## config.mk

```make
export PLATFORM = sky130hd
export DESIGN_NAME = ctimer
export DESIGN_NICKNAME = d
export VERILOG_FILES = /design/src/rtl/ct_pkg.sv /design/src/rtl/ct_tick.sv /design/src/rtl/ct_core.sv /design/src/rtl/ctimer.sv
export SDC_FILE = /design/constraint.sdc
export NUM_CORES = 1
export LEC_CHECK = 0
export ABC_AREA = 0
export BUFFER_PORTS_ARGS = -buffer_cell sky130_fd_sc_hd__buf_2
export CAP_MARGIN = 15
export CORE_MARGIN = 2
export CORE_UTILIZATION = 54
export DETAILED_ROUTE_END_ITERATION = 8
export GPL_TIMING_DRIVEN = 0
export PLACE_DENSITY_LB_ADDON = 0.15
export SYNTH_ARGS = -nofsm -noshare
export SYNTH_HDL_FRONTEND = slang
export SYNTH_SLANG_ARGS = --single-unit
```

## constraint.sdc

```tcl
create_clock -name clk_i -period 2.75 [get_ports clk_i]
set_clock_uncertainty 0.05 [all_clocks]
set_input_delay 0.55 -clock clk_i [delete_from_list [all_inputs] [get_ports clk_i]]
set_output_delay 0.55 -clock clk_i [all_outputs]
set_load 0.05 [all_outputs]
```

## src/rtl/ct_pkg.sv

```systemverilog
package ct_pkg;
  typedef enum logic [2:0] {
    M_RATE  = 3'd0,
    M_EVENT = 3'd1,
    M_CHAR  = 3'd2,
    M_DELAY = 3'd3,
    M_MEAS  = 3'd4
  } ct_mode_e;

  typedef enum logic [1:0] {
    CS_SYS  = 2'd0,
    CS_PRE  = 2'd1,
    CS_EXT  = 2'd2,
    CS_SYS2 = 2'd3
  } ct_src_e;

  typedef struct packed {
    logic     run;
    logic     dma_en;
    logic     irq_en;
    logic     char_tx;
    ct_src_e  src;
    ct_mode_e mode;
  } ct_ctrl_t;

  localparam int CTRL_W = $bits(ct_ctrl_t);

  localparam logic [2:0] A_CTRL   = 3'd0;
  localparam logic [2:0] A_PRESET = 3'd1;
  localparam logic [2:0] A_COUNT  = 3'd2;
  localparam logic [2:0] A_CAPT   = 3'd3;
  localparam logic [2:0] A_STAT   = 3'd4;
endpackage

```

## src/rtl/ct_tick.sv

```systemverilog
module ct_tick
  import ct_pkg::*;
#(
  parameter int PRESCALE    = 4,
  parameter int SYNC_STAGES = 2
) (
  input  logic     clk_i,
  input  logic     rst_ni,
  input  logic     ext_clk_i,
  input  ct_mode_e mode_i,
  input  ct_src_e  src_i,
  input  logic     char_tx_i,
  input  logic     rx_char_i,
  input  logic     tx_char_i,
  output logic     tick_o
);
  localparam int PW = (PRESCALE > 1) ? $clog2(PRESCALE) : 1;

  // synchronizer stages plus one history stage for edge detect
  logic [SYNC_STAGES:0] ext_sh;
  logic ext_rise;
  logic pre_tick;
  logic src_tick;

  always_ff @(posedge clk_i or negedge rst_ni) begin
    if (!rst_ni) ext_sh <= '0;
    else         ext_sh <= {ext_sh[SYNC_STAGES-1:0], ext_clk_i};
  end
  assign ext_rise = ext_sh[SYNC_STAGES-1] & ~ext_sh[SYNC_STAGES];

  generate
    if (PRESCALE > 1) begin : g_pre
      logic [PW-1:0] pcnt_q;
      always_ff @(posedge clk_i or negedge rst_ni) begin
        if (!rst_ni)                          pcnt_q <= '0;
        else if (pcnt_q == PW'(PRESCALE - 1)) pcnt_q <= '0;
        else                                  pcnt_q <= pcnt_q + 1'b1;
      end
      assign pre_tick = (pcnt_q == PW'(PRESCALE - 1));

      a_r4_presc_gap: assert property (@(posedge clk_i) disable iff (!rst_ni)
        pre_tick |=> !pre_tick);
    end else begin : g_nopre
      assign pre_tick = 1'b1;
    end
  endgenerate

  always_comb begin
    unique case (src_i)
      CS_PRE:  src_tick = pre_tick;
      CS_EXT:  src_tick = ext_rise;
      default: src_tick = 1'b1;
    endcase
  end

  always_comb begin
    unique case (mode_i)
      M_EVENT: tick_o = ext_rise;
      M_CHAR:  tick_o = char_tx_i ? tx_char_i : rx_char_i;
      default: tick_o = src_tick;
    endcase
  end
endmodule

```

## src/rtl/ct_core.sv

```systemverilog
module ct_core
  import ct_pkg::*;
#(
  parameter int W = 16
) (
  input  logic         clk_i,
  input  logic         rst_ni,
  input  logic         start_i,
  input  logic         run_i,
  input  ct_mode_e     mode_i,
  input  logic         tick_i,
  input  logic         rxd_i,
  input  logic [W-1:0] preset_i,
  output logic [W-1:0] cnt_o,
  output logic [W-1:0] cap_o,
  output logic         tc_o,
  output logic         clk_out_o
);
  logic [W-1:0] cnt_q, cnt_d, cap_q, cap_d;
  logic tc_q, tc_d, clk_q, clk_d;
  logic done_q, done_d, armed_q, armed_d, rxd_q;
  logic rxd_edge;

  assign rxd_edge = rxd_i ^ rxd_q;

  always_comb begin
    cnt_d   = cnt_q;
    cap_d   = cap_q;
    tc_d    = 1'b0;
    done_d  = done_q;
    armed_d = armed_q;
    if (start_i) begin
      cnt_d   = (mode_i == M_MEAS) ? '0 : preset_i;
      done_d  = 1'b0;
      armed_d = 1'b0;
    end else if (run_i) begin
      unique case (mode_i)
        M_MEAS: begin
          if (rxd_edge) begin
            if (armed_q) begin
              cap_d = cnt_q;
              tc_d  = 1'b1;
            end
            cnt_d   = '0;
            armed_d = 1'b1;
          end else if (tick_i && armed_q && cnt_q != '1) begin
            cnt_d = cnt_q + 1'b1;
          end
        end
        M_DELAY: begin
          if (tick_i && !done_q) begin
            if (cnt_q == '0) begin
              tc_d   = 1'b1;
              done_d = 1'b1;
            end else begin
              cnt_d = cnt_q - 1'b1;
            end
          end
        end
        M_RATE, M_EVENT, M_CHAR: begin
          if (tick_i) begin
            if (cnt_q == '0) begin
              tc_d  = 1'b1;
              cnt_d = preset_i;
            end else begin
              cnt_d = cnt_q - 1'b1;
            end
          end
        end
        default: ;
      endcase
    end
    clk_d = start_i ? 1'b0 : (clk_q ^ tc_d);
  end

  always_ff @(posedge clk_i or negedge rst_ni) begin
    if (!rst_ni) begin
      cnt_q   <= '0;
      cap_q   <= '0;
      tc_q    <= 1'b0;
      clk_q   <= 1'b0;
      done_q  <= 1'b0;
      armed_q <= 1'b0;
      rxd_q   <= 1'b0;
    end else begin
      cnt_q   <= cnt_d;
      cap_q   <= cap_d;
      tc_q    <= tc_d;
      clk_q   <= clk_d;
      done_q  <= done_d;
      armed_q <= armed_d;
      rxd_q   <= rxd_i;
    end
  end

  assign cnt_o     = cnt_q;
  assign cap_o     = cap_q;
  assign tc_o      = tc_q;
  assign clk_out_o = clk_q;

  a_r2_reload: assert property (@(posedge clk_i) disable iff (!rst_ni)
    (tc_q && !$past(start_i) && ($past(mode_i) inside {M_RATE, M_EVENT, M_CHAR}))
      |-> cnt_q == $past(preset_i));

  a_r3_clk_toggle: assert property (@(posedge clk_i) disable iff (!rst_ni)
    (tc_q && !$past(start_i)) |-> clk_q != $past(clk_q));

  a_r7_one_shot: assert property (@(posedge clk_i) disable iff (!rst_ni)
    (mode_i == M_DELAY && done_q && !start_i) |=> !tc_q);

  a_r8_capture_with_tc: assert property (@(posedge clk_i) disable iff (!rst_ni)
    !$stable(cap_q) |-> tc_q);
endmodule

```

## src/rtl/ctimer.sv

```systemverilog
module ctimer
  import ct_pkg::*;
#(
  parameter int W        = 16,
  parameter int PRESCALE = 4
) (
  input  logic         clk_i,
  input  logic         rst_ni,
  input  logic         wr_en_i,
  input  logic [2:0]   addr_i,
  input  logic [W-1:0] wdata_i,
  output logic [W-1:0] rdata_o,
  input  logic         ext_clk_i,
  input  logic         rxd_i,
  input  logic         rx_char_i,
  input  logic         tx_char_i,
  input  logic         dma_active_i,
  output logic         tc_o,
  output logic         irq_o,
  output logic         clk_out_o,
  output logic         frame_end_o
);
  ct_ctrl_t     ctrl_q, ctrl_wr, ctrl_eff;
  logic [W-1:0] preset_q, cnt, cap;
  logic         sticky_q, tick, tc, start, ctrl_we;

  assign ctrl_we  = wr_en_i && addr_i == A_CTRL;
  assign ctrl_wr  = ct_ctrl_t'(wdata_i[CTRL_W-1:0]);
  assign ctrl_eff = ctrl_we ? ctrl_wr : ctrl_q;
  assign start    = ctrl_we && ctrl_wr.run;

  always_ff @(posedge clk_i or negedge rst_ni) begin
    if (!rst_ni) begin
      ctrl_q   <= '0;
      preset_q <= '0;
      sticky_q <= 1'b0;
    end else begin
      if (ctrl_we) ctrl_q <= ctrl_wr;
      if (wr_en_i && addr_i == A_PRESET) preset_q <= wdata_i;
      if (tc) sticky_q <= 1'b1;
      else if (wr_en_i && addr_i == A_STAT && wdata_i[0]) sticky_q <= 1'b0;
    end
  end

  ct_tick #(.PRESCALE(PRESCALE)) u_tick (
    .clk_i     (clk_i),
    .rst_ni    (rst_ni),
    .ext_clk_i (ext_clk_i),
    .mode_i    (ctrl_q.mode),
    .src_i     (ctrl_q.src),
    .char_tx_i (ctrl_q.char_tx),
    .rx_char_i (rx_char_i),
    .tx_char_i (tx_char_i),
    .tick_o    (tick)
  );

  ct_core #(.W(W)) u_core (
    .clk_i     (clk_i),
    .rst_ni    (rst_ni),
    .start_i   (start),
    .run_i     (ctrl_q.run),
    .mode_i    (ctrl_eff.mode),
    .tick_i    (tick),
    .rxd_i     (rxd_i),
    .preset_i  (preset_q),
    .cnt_o     (cnt),
    .cap_o     (cap),
    .tc_o      (tc),
    .clk_out_o (clk_out_o)
  );

  always_comb begin
    unique case (addr_i)
      A_CTRL:   rdata_o = {{(W-CTRL_W){1'b0}}, ctrl_q};
      A_PRESET: rdata_o = preset_q;
      A_COUNT:  rdata_o = cnt;
      A_CAPT:   rdata_o = cap;
      A_STAT:   rdata_o = {{(W-1){1'b0}}, sticky_q};
      default:  rdata_o = '0;
    endcase
  end

  assign tc_o        = tc;
  assign irq_o       = sticky_q & ctrl_q.irq_en;
  assign frame_end_o = tc & ctrl_q.dma_en & dma_active_i;

  a_r9_sticky_set: assert property (@(posedge clk_i) disable iff (!rst_ni)
    tc |=> sticky_q);
endmodule

```

==> key figures <==
Timing
  • RSZ-0062 raised after global routing: no
  • Final Hold Vio Count: 0
  • Max_slew headroom: 42.41%
  • Peak Freq: 0.3737 GHz
  • Final Setup Violations: 0
  • Final Max Tran Viols: 0
  • Part of the cycle the worst path needs: 97.29%
  • Worst-Margin Slew: 0.8638 ns
  • Tmin final: 2.676 ns

Worst setup path
  • CP Data Arrival Time: 2.88 ns
  • CP Launch Type: flop
  • CP endpoint kind: flop
  • Crit path kind: reg2reg
  • Critical Path RT: 2.95 ns
  • Worst reg2reg setup slack: 0.07 ns
  • Maximum fanout along the worst path: 6

Job
  • Max Cap Viol: 0

Floorplanning
  • I/O Pins: 47
  • Die area: 8696 um^2
  • Chip width: 93.25 um
  • Die Y-Extent: 93.25 um
  • Initial Utilization: 55.67%
  • Cell Rows: 32
  • Core area: 7727 um^2

GRT
  • Total track usage: 30.55%
  • Total gr overflow: 0
  • Vias in the first global route: 3615
  • Largest net degree at the start of global routing: 69
  • Initial antenna violation count: 0
  • First-pass GRT wire length: 20.07 mm

Route
  • Vias post-DR: 3757
  • DRT iter0 DRCs: 252
  • # DRC: 0
  • Vias per inst: 6.304
  • Drt wl/cell: 21.18 um
  • TritonRoute pass-1 iters: 5
  • Routed Wire Length: 12.62 mm
  • Post-DRT Antenna Nets: 0

Clocking
  • Hold buffers post-CTS: 0
  • H-tree Lvls: 3
  • CTS Sinks: 68
  • CTS Buf Count: 9
  • CTS tree: yes
  • Maximum buffer depth of the clock tree: 2
  • Clock root buffer: clkbuf_8
  • Worst-Skew Late Latency: 0.35 ns
  • Clk slew on worst S/H paths: 0.08 ns

Synth
  • Mux cell area share after synthesis: 15.85%
  • Synth cell types: 65
  • Top area cells in the synthesized netlist: dfrtp_1 (40%), mux2_2 (9.7%), mux4_2 (4.2%), a21oi_1 (2.7%), nand2_1 (2.5%)
  • Count leader, synth: dfrtp_1
  • EDFF count, synth: 0
  • Register area share after synthesis: 39.56%
  • Post-Synthesis Cells: 427
  • Syn avg cell area: 10.07 um^2
  • Post-Syn Nets: 460
  • Synth warn: 0
  • Area fraction in and, or, nand and nor cells after synthesis: 17.19%
  • Area leader, netlist: dfrtp_1
  • Largest family of logic cells by synthesized area: compound AO/OA/AOI/OAI gates
  • Xor and xnor area share after synthesis: 2.443%
  • Synth Area in Adders: 1.745%
  • Top cell type's share of synthesized area: 39.56%
  • Synth Register Bits: 68
  • Async SR Flop Fraction: 100.0%
  • Synth top cells by count: dfrtp_1 (68), mux2_2 (37), nand2_1 (29)
  • Mapped cell area: 4302 um^2
  • Top FF cell, synth: dfrtp_1
  • Post-synthesis compound-gate area fraction: 17.86%

Pwr
  • P_leak: 2.096 nW
  • Post-route total power: 4.721 mW
  • Power Dens Cells: 940.9 nW/um^2
  • Worst VDD drop: 0.0005666 V

Place
  • Final GP Congestion: 0.9307
  • DP Cell Count: 573
  • HPWL after detailed placement: 8.924 mm
  • IO buf count: 44

Finish
  • Fin util: 64.93%
  • ANT cells: 0
  • Non-Filler Instances: 596
  • Final net count: 523
  • P&R area growth vs syn: 16.64%
  • Share of cells above drive strength 1: 32.19%

Status
  • Outcome: complete, no violations

Worst hold path
  • HP Class: in2async
==> per-layer routing <==
layer | wire length (um) | GRT usage, % | up-vias
met5 | 0 | 0 | -
met4 | 227 | 8.701 | 0
met3 | 836 | 4.674 | 17
met2 | 5810 | 46.40 | 148
met1 | 5750 | 45.40 | 1866
li1 | - | - | 1726
==> flip-flops by register name, summed over array words and instances (netlist names) <==
signal	flops
u_core.cap_o	16
u_tick.ext_sh	3
u_core.tc_o	1
u_core.armed_q	1
preset_q	16
sticky_q	1
u_core.done_q	1
u_core.rxd_q	1
u_core.cnt_o	16
u_core.clk_out_o	1
u_tick.g_pre.pcnt_q	2
ctrl_q	9
==> logic make-up after synthesis <==
logic type,count (synthesis)
AND/OR/NAND/NOR,138
AO/OA/AOI/OAI,100
flip-flops,68
multiplexers,53
buffers and inverters,50
XOR/XNOR,12
adder cells (fa/ha/maj),6
==> where the power goes <==
part           leakage (nW)  internal [mW]  switching, mW  total [mW]
sequential            0.827           1.32          0.258        1.58
clock                 0.105          0.507          0.401       0.908
combinational          1.16          0.888           1.35        2.23
==> worst paths after layout <==
check                                             from                          endpoint  cells after the start
max in group asynchronous                       rst_ni       u_core.cnt_o[1]$_DFFE_PN0P_                      1
setup reg to reg           u_core.cnt_o[0]$_DFFE_PN0P_       u_core.cnt_o[8]$_DFFE_PN0P_                      8
hold / removal                                  rst_ni  u_tick.g_pre.pcnt_q[1]$_DFF_PN0_                      1
setup / recovery           u_core.cnt_o[0]$_DFFE_PN0P_       u_core.cnt_o[8]$_DFFE_PN0P_                      8
hold reg to reg             u_tick.ext_sh[0]$_DFF_PN0_        u_tick.ext_sh[1]$_DFF_PN0_                      0
min in group clk_i                           ext_clk_i        u_tick.ext_sh[0]$_DFF_PN0_                      1
==> area by class of cell <==
cell class / count / area, um^2
plain buffers: 37 / 183.9
multi-input cells: 309 / 2455
fillers: 627 / 2710
repair buffers: 52 / 282.8
clock buffers: 9 / 123.9
clock inverters: 6 / 90.09
well taps: 102 / 127.6
flip-flops and latches: 68 / 1704
inverters: 13 / 50.05
==> stage by stage <==
| step | setup TNS [ns] | area [um^2] | hold WS, ns | setup WS [ns] |
|---|---|---|---|---|
| after global placement | -7.687 | 4672 | 0.2845 | -0.5536 |
| after detailed placement | -7.610 | 4674 | 0.2992 | -0.5693 |
| final | 0 | 5017 | 0.2550 | 0.07439 |
| after CTS | 0 | 4955 | 0.2561 | 0.01858 |
| after global routing | 0 | 5017 | 0.2435 | 0.003407 |
| after floorplan | 0 | 4324 | 0.2044 | 0.01770 |
==> cells in the final DEF (no fill, tap or decap), types with 14 or more instances in the layout <==
cell,count
o21ai_0,18
buf_4,14
nor3_1,20
a21oi_1,18
clkbuf_1,18
dfrtp_1,66
nand2_1,29
buf_2,49
nor2_1,23
mux2_2,37
==> critical path, cell delays in order, from the launching register on <==
cell and delay (ns):
dfrtp_2 0.45, ha_2 0.24, nand4_1 0.17, or4_4 0.60
o311ai_4 0.30, a311o_2 0.27, buf_4 0.18, a21oi_1 0.08
a221oi_2 0.25
==> timing repair <==
action / CTS / global route
setup endpoints to repair: 17 / 24
setup buffers: 5 / 3
cloned: 0 / 0
pin swaps: 3 / 2
hold endpoints to repair: 0 / 0
resized for setup: 8 / 7
Power figures use the tool's default switching activity.
